File: config.mk
export PLATFORM = sky130hd
export DESIGN_NAME = ackc_collector
export DESIGN_NICKNAME = d
export VERILOG_FILES = /design/src/rtl/ackc_pkg.sv /design/src/rtl/ackc_counter.sv /design/src/rtl/ackc_signal.sv /design/src/rtl/ackc_collector.sv
export SDC_FILE = /design/constraint.sdc
export NUM_CORES = 1
export LEC_CHECK = 0
export BUFFER_PORTS_ARGS = -buffer_cell sky130_fd_sc_hd__buf_4
export CAP_MARGIN = 25
export CORE_MARGIN = 1
export CORE_UTILIZATION = 54
export CTS_CLUSTER_DIAMETER = 60
export DETAILED_ROUTE_END_ITERATION = 12
export GPL_ROUTABILITY_DRIVEN = 0
export PLACE_DENSITY = 0.92
export SYNTH_ARGS = -nofsm -noshare
export SYNTH_HDL_FRONTEND = slang
export SYNTH_SLANG_ARGS = --single-unit
File: constraint.sdc
create_clock -name clk -period 3.2 [get_ports clk]
set_input_delay 0.64 -clock clk [delete_from_list [all_inputs] [get_ports clk]]
set_output_delay 0.64 -clock clk [all_outputs]
set_load 0.05 [all_outputs]
File: src/rtl/ackc_pkg.sv
package ackc_pkg;
    typedef enum logic [1:0] {
        MODE_EVERY = 2'd0,
        MODE_LAST  = 2'd1,
        MODE_HW    = 2'd2,
        MODE_RSVD  = 2'd3
    } ack_mode_e;
endpackage

File: src/rtl/ackc_counter.sv
module ackc_counter
    import ackc_pkg::*;
#(
    parameter int CNT_W  = 8,
    parameter int NODE_W = 6
) (
    input  logic              clk,
    input  logic              rst_n,
    input  logic              load_valid,
    input  logic [CNT_W-1:0]  load_count,
    input  ack_mode_e         load_mode,
    input  logic [NODE_W-1:0] load_writer,
    input  logic              ack_valid,
    output logic              active,
    output logic              ack_taken,
    output logic              ack_final,
    output logic              ack_stray,
    output logic              load_refused,
    output ack_mode_e         mode,
    output logic [NODE_W-1:0] node
);
    localparam logic [CNT_W-1:0] ONE = CNT_W'(1);

    typedef struct packed {
        logic [CNT_W-1:0]  cnt;   // shared pointer field, used as ack count
        ack_mode_e         mode;
        logic [NODE_W-1:0] node;  // second field: writer id
    } st_t;

    st_t  st_d, st_q;
    logic load_ok;

    always_comb begin
        active       = (st_q.cnt != '0);
        load_ok      = load_valid && !active && (load_count != '0) && (load_mode != MODE_RSVD);
        load_refused = load_valid && !load_ok;
        ack_taken    = ack_valid && active;
        ack_final    = ack_taken && (st_q.cnt == ONE);
        ack_stray    = ack_valid && !active;
        st_d         = st_q;
        if (ack_taken) st_d.cnt = st_q.cnt - ONE;
        if (load_ok) begin
            st_d.cnt  = load_count;
            st_d.mode = load_mode;
            st_d.node = load_writer;
        end
    end

    always_ff @(posedge clk) begin
        if (!rst_n) st_q <= '{cnt: '0, mode: MODE_EVERY, node: '0};
        else        st_q <= st_d;
    end

    assign mode = st_q.mode;
    assign node = st_q.node;

    // a taken acknowledgment lowers the count by exactly one
    a_r3_decrement: assert property (@(posedge clk) disable iff (!rst_n)
        ack_taken |=> st_q.cnt == $past(st_q.cnt) - ONE);
    // a stray acknowledgment never wraps the counter
    a_r8_no_wrap: assert property (@(posedge clk) disable iff (!rst_n)
        (ack_stray && !load_valid) |=> !active);
    // a load during collection leaves mode and writer untouched
    a_r9_hold: assert property (@(posedge clk) disable iff (!rst_n)
        (load_valid && active) |=> ($stable(st_q.mode) && $stable(st_q.node)));
endmodule

File: src/rtl/ackc_signal.sv
module ackc_signal
    import ackc_pkg::*;
#(
    parameter int NODE_W = 6
) (
    input  logic              clk,
    input  logic              rst_n,
    input  logic              req_valid,
    input  logic              active,
    input  logic              ack_taken,
    input  logic              ack_final,
    input  logic              ack_stray,
    input  logic              load_refused,
    input  ack_mode_e         mode,
    input  logic [NODE_W-1:0] node,
    output logic              busy,
    output logic              trap,
    output logic              trap_last,
    output logic              wr_done,
    output logic [NODE_W-1:0] wr_node,
    output logic              ack_err,
    output logic              load_rej
);
    typedef struct packed {
        logic              busy;
        logic              trap;
        logic              last;
        logic              done;
        logic [NODE_W-1:0] node;
        logic              err;
        logic              rej;
    } ev_t;

    ev_t ev_d, ev_q;

    always_comb begin
        ev_d      = '0;
        ev_d.busy = req_valid && active;
        unique case (mode)
            MODE_EVERY: ev_d.trap = ack_taken;
            MODE_LAST:  ev_d.trap = ack_final;
            default:    ev_d.trap = 1'b0;
        endcase
        ev_d.last = ev_d.trap && ack_final;
        ev_d.done = ack_final && (mode == MODE_HW);
        ev_d.node = ev_d.done ? node : '0;
        ev_d.err  = ack_stray;
        ev_d.rej  = load_refused;
    end

    always_ff @(posedge clk) begin
        if (!rst_n) ev_q <= '0;
        else        ev_q <= ev_d;
    end

    assign busy      = ev_q.busy;
    assign trap      = ev_q.trap;
    assign trap_last = ev_q.last;
    assign wr_done   = ev_q.done;
    assign wr_node   = ev_q.node;
    assign ack_err   = ev_q.err;
    assign load_rej  = ev_q.rej;

    // an outstanding collection always answers busy
    a_r4_busy: assert property (@(posedge clk) disable iff (!rst_n)
        (req_valid && active) |=> busy);
    // full-hardware mode never traps
    a_r7_no_trap: assert property (@(posedge clk) disable iff (!rst_n)
        (ack_taken && mode == MODE_HW) |=> !trap);
    // final flag only accompanies a trap, never a completion pulse
    a_r5_last_with_trap: assert property (@(posedge clk) disable iff (!rst_n)
        trap_last |-> (trap && !wr_done));
endmodule

File: src/rtl/ackc_collector.sv
module ackc_collector
    import ackc_pkg::*;
#(
    parameter int CNT_W  = 8,
    parameter int NODE_W = 6
) (
    input  logic              clk,
    input  logic              rst_n,
    input  logic              load_valid,
    input  logic [CNT_W-1:0]  load_count,
    input  logic [1:0]        load_mode,
    input  logic [NODE_W-1:0] load_writer,
    input  logic              ack_valid,
    input  logic              req_valid,
    output logic              pending,
    output logic              busy,
    output logic              trap,
    output logic              trap_last,
    output logic              wr_done,
    output logic [NODE_W-1:0] wr_node,
    output logic              ack_err,
    output logic              load_rej
);
    logic              active, ack_taken, ack_final, ack_stray, load_refused;
    ack_mode_e         mode;
    logic [NODE_W-1:0] node;

    ackc_counter #(.CNT_W(CNT_W), .NODE_W(NODE_W)) u_cnt (
        .clk(clk), .rst_n(rst_n),
        .load_valid(load_valid), .load_count(load_count),
        .load_mode(ack_mode_e'(load_mode)), .load_writer(load_writer),
        .ack_valid(ack_valid),
        .active(active), .ack_taken(ack_taken), .ack_final(ack_final),
        .ack_stray(ack_stray), .load_refused(load_refused),
        .mode(mode), .node(node)
    );

    ackc_signal #(.NODE_W(NODE_W)) u_sig (
        .clk(clk), .rst_n(rst_n), .req_valid(req_valid),
        .active(active), .ack_taken(ack_taken), .ack_final(ack_final),
        .ack_stray(ack_stray), .load_refused(load_refused),
        .mode(mode), .node(node),
        .busy(busy), .trap(trap), .trap_last(trap_last),
        .wr_done(wr_done), .wr_node(wr_node),
        .ack_err(ack_err), .load_rej(load_rej)
    );

    assign pending = active;

    // a well-formed load on an idle entry starts a collection
    a_r2_start: assert property (@(posedge clk) disable iff (!rst_n)
        (load_valid && !pending && load_count != '0 && load_mode != 2'd3) |=> pending);
endmodule

# ---- Yosys cells after proc, flatten, opt, wreduce, memory -nomap -nowiden
# Cells that the tools add are included.
dict set report totals {
  register_bits 28
  inputBits 21
}
dict set report classes {
  add_sub_neg 1
  eq_ne 4
  mux 3
  reduce_logical 17
}
# op n
set ops {}
lappend ops {{2-to-1 mux 16 bit} 1}
lappend ops {{nonzero test 8 bit} 2}
lappend ops {{logical AND 1 bit} 10}
lappend ops {{== test 8 x 1 -> 1 bit (second input constant)} 1}
lappend ops {{2-to-1 mux 8 bit} 1}
lappend ops {{subtractor 8 x 1 -> 8 bit (second input constant)} 1}
lappend ops {{== test 2 x 1 -> 1 bit (second input constant)} 1}
lappend ops {{== test 2 bit (second input constant)} 1}
lappend ops {{zero test 1 bit} 2}
lappend ops {{zero test 2 bit} 1}
lappend ops {{!= test 2 bit (second input constant)} 1}
lappend ops {{case mux 1 bit (2 select lines)} 1}
lappend ops {{AND reduction 2 bit} 1}
lappend ops {{nonzero test 2 bit} 1}

# ---- Depth between registers and ports, before layout
dict set report logic_depth {
  word_depth 7
  mapped_depth 8
  ltp_nobuf 6
}

# ---- Cells and area by module
# A second synthesis with hierarchy kept.
dict set report unflattened {
  hier_cells 139
  area_unflattened_um2 1301.2
}
# mod n_inst cells_each area_per_inst_um2
set modules_own_cells {}
lappend modules_own_cells {ackc_counter 1 112 937.1}
lappend modules_own_cells {ackc_signal 1 27 364.1}

# ---- Least setup slack after synthesis
# OpenSTA, ideal clock, no wires.
dict set report synth_path {
  kind {register to output}
  startpoint {register u_cnt.st_q[8] (netlist name)}
  endpoint {output pending}
  t_arrival_ns 1.317
  setup_slack_ns 1.243
  path_stages_with_launch 5
  n_path_buf 0
  path_cell_list {dfxtp_1 > inv_1 > ha_1 > nor3b_2 > nand2_1}
}
dict set report synth_between {
  elab_chain_len 1
}
# item line_no
set synth_lines {}
lappend synth_lines {{start, declared} ackc_counter.sv:30} ;# st_t st_d, st_q;
lappend synth_lines {{start signal, assigned} ackc_counter.sv:50} ;# if (!rst_n) st_q <= '{cnt: '0, mode: MODE_EVERY, node: '0};
lappend synth_lines {{start signal, assigned} ackc_counter.sv:51} ;# else st_q <= st_d;
lappend synth_lines {{nonzero test 8 bit} ackc_counter.sv:34} ;# active = (st_q.cnt != '0);
lappend synth_lines {{end, declared} ackc_collector.sv:15} ;# output logic pending,
# No other way between the ends.

# ---- Final worst setup path
# Same ends and word-level chain as after synthesis.

==> metrics.txt <==
outcome finished, final reports clean; skew final 0.00179 ns; number of synthesized register bits 28; Starting Density 60.2%; row cnt 16; CTS Hold Buffers Added 0; Skew-Pair Late Insertion Delay 0.33 ns; ys flop type dfxtp_1; Yosys top cell by area dfxtp_1; global-route track usage on met3 4.94%; first-pass iteration count of the detailed router 4; switch share 44.9%; final worst slack 0.640 ns; ys async rst share 0%; CP arrival 1.92 ns; CP Capture Type output pin; Hold Path End u_cnt.node[2]; Worst EP required 2.56 ns; Worst Hold Class reg2reg; largest cells by area after synthesis dfxtp_1, nand2_1, mux2i_1, and2_1, ha_1; placed cell areas 1480 µm²; drt wl/cell 14.4 µm; 1st-iter DRT viols 29; relative slew slack 54.6%; Clk pwr share 12.0%; critical path peak fanout 7; Commonest cells post-synth dfxtp_1, nand2_1, mux2i_1; Clock Path Buffers 2; f_max 0.391 GHz; r2r startpoint u_cnt.st_q[8]; min cycle time layout 2.56 ns; sequential share of the synthesized area 45.6%; EDFF count, synth 0; TritonCTS Buffers 3; reg2reg setup slack 0.76 ns; Setup Viol. Count Final 0; hold_sp u_cnt.node[2]; vias in the first global route 997; CTS resizes 0; H-tree depth 1; most common cell in the synthesized netlist dfxtp_1; largest net degree at the start of global routing 26; total number of vias 1120; first-pass GRT wire length 4.49 mm; die height 49.7 µm; placed cells 187; grt met2 use 39.6%; Detail Placement HPWL 2.08 mm; cell area after synthesis 1230 µm²; met1 Use GR 29.6%; CTS tree yes; Antenna Nets Post-Route 0; Die Footprint 2470 µm²; DR vias/cell 5.86; global route total overflow 0; worst hold path cell count 2; # DRC 0; IO Count 34; root cell of the clock tree clkbuf_4; share of post-route cells with drive strength above 1 26.2%; routed wire length 2.75 mm; Total GRT Usage 24.6%; Mean Syn Cell Area 9.25 µm²; CP Launch Type flop; clk slew on worst S/H paths 0.14 ns; final hold vios 0; # clock sinks 28; NumNets Final 189; Synth Net Count 157; Worst VDD drop 0.000878 V; Layout Cells excl Fill 191; # fillers 154; setup TNS 0 ns; Crit Reg-Reg Endpoint u_cnt.node[4]; max cap viols 0; crit path kind reg2out; Cell Pwr Density 948 nW/µm²; synth unique cells 40; Yosys warning count 0; PortBufs 33; share of the synthesized area in the top cell type 45.6%; Final Max Slew Viols 0; Ant. Diodes 0; Placeable Area 2040 µm²; Reg power frac 37.0%; antenna violations before repair 0; design internal power 0.791 mW; combinational power share 51.0%; GRT busiest layer met2; Worst Reg-to-Reg Cells 6; Syn-to-layout area delta 23.2%; pre-CTS setup slack 0.759 ns; RSZ-0062 raised after global routing no; die width 49.7 µm; Syn Inst Count 133; P_sw 0.646 mW; Post-CTS Setup Inserts 0; LEAKAGE 0.640 nW; period utilization 80.0%; Slew @ Worst Pin 0.677 ns; final instance area 1520 µm²
[per-layer routing]
metal / part of all wire [%] / vias up
met3: 7.5 / 8
met2: 50 / 61
met1: 40 / 516
li1: - / 535
met4: 2.7 / 0
met5: 0 / -
[cell usage in the layout (no fill, tap or decap), types with 2 or more instances in the layout]
cell      synthesis  routed
ha_1              3       3
nand3_1           4       4
dfxtp_1          28      28
o21ai_0           5       5
buf_4             0      33
and3_1            3       3
a211oi_1          2       2
a21oi_1           3       3
nand2_1          25      25
nor2_1            7       7
nor4_1            2       2
a31oi_1           2       2
clkbuf_4          0       3
and2_1            6       6
nor4b_1           2       2
inv_1             4       4
mux2i_1           9       9
[worst max-delay path, cell delays in order (launching register included)]
cell	delay, ns
dfxtp_1	0.40
inv_1	0.11
ha_1	0.28
nor3b_2	0.34
nand2_1	0.21
buf_4	0.24
[kinds of logic (layout without fill, tap and decap cells)]
logic type	after synthesis	in the layout	synth area share (%)
AO/OA/AOI/OAI	23	23	13.1
multiplexers	9	9	7.32
AND/OR/NAND/NOR	60	60	27.1
buffers and inverters	10	41	3.87
adder cells (fa/ha/maj)	3	3	3.05
flip-flops	28	28	45.6
[stage by stage]
stage	total power, mW	util [%]	hold WS [ns]
2_1_floorplan	1.08	-	0.430
5_1_grt	1.52	74.2	0.480
3_3_place_gp	1.22	72.4	0.436
6_report	1.44	74.2	0.468
3_5_place_dp	1.26	72.4	0.441
4_1_cts	1.42	74.2	0.472
[worst max path at each step]
| stage | startpoint | to | depth (start not counted) |
|---|---|---|---|
| 2_1_floorplan | u_cnt.st_q[8] | pending | 4 |
| 3_3_place_gp | load_mode[0] | u_cnt.node[1] | 5 |
| 3_5_place_dp | load_mode[0] | u_cnt.st_q[8] | 5 |
| 4_1_cts | u_cnt.st_q[9] | pending | 5 |
| 5_1_grt | u_cnt.st_q[9] | pending | 5 |
| 6_report | u_cnt.st_q[8] | pending | 5 |
[flip-flops by register name, indices dropped and copies added (netlist names)]
signal	flops
u_cnt.mode	2
u_sig.trap	1
u_sig.ack_err	1
u_cnt.st_q	8
u_sig.wr_node	6
u_sig.wr_done	1
u_sig.load_rej	1
u_sig.trap_last	1
u_cnt.node	6
u_sig.busy	1
[cell type report]
class | instances | area [µm²] | share of cell area [%]
inverter | 4 | 15.0 | 0.991
tap | 27 | 33.8 | 2.23
multi-input combinational | 95 | 622 | 41.0
timing repair buffer | 33 | 248 | 16.4
sequential | 28 | 561 | 37.0
clock buffer | 4 | 36.3 | 2.39
[power by group through the flow]
stage | Clock (mW) | Combinational, mW | Sequential, mW
after floorplan | 0 | 0.516 | 0.567
after global placement | 0 | 0.690 | 0.528
after detailed placement | 0 | 0.718 | 0.538
after CTS | 0.174 | 0.720 | 0.530
after global routing | 0.189 | 0.786 | 0.541
final | 0.173 | 0.733 | 0.531
Note: power is estimated with default switching activity, not from simulation.
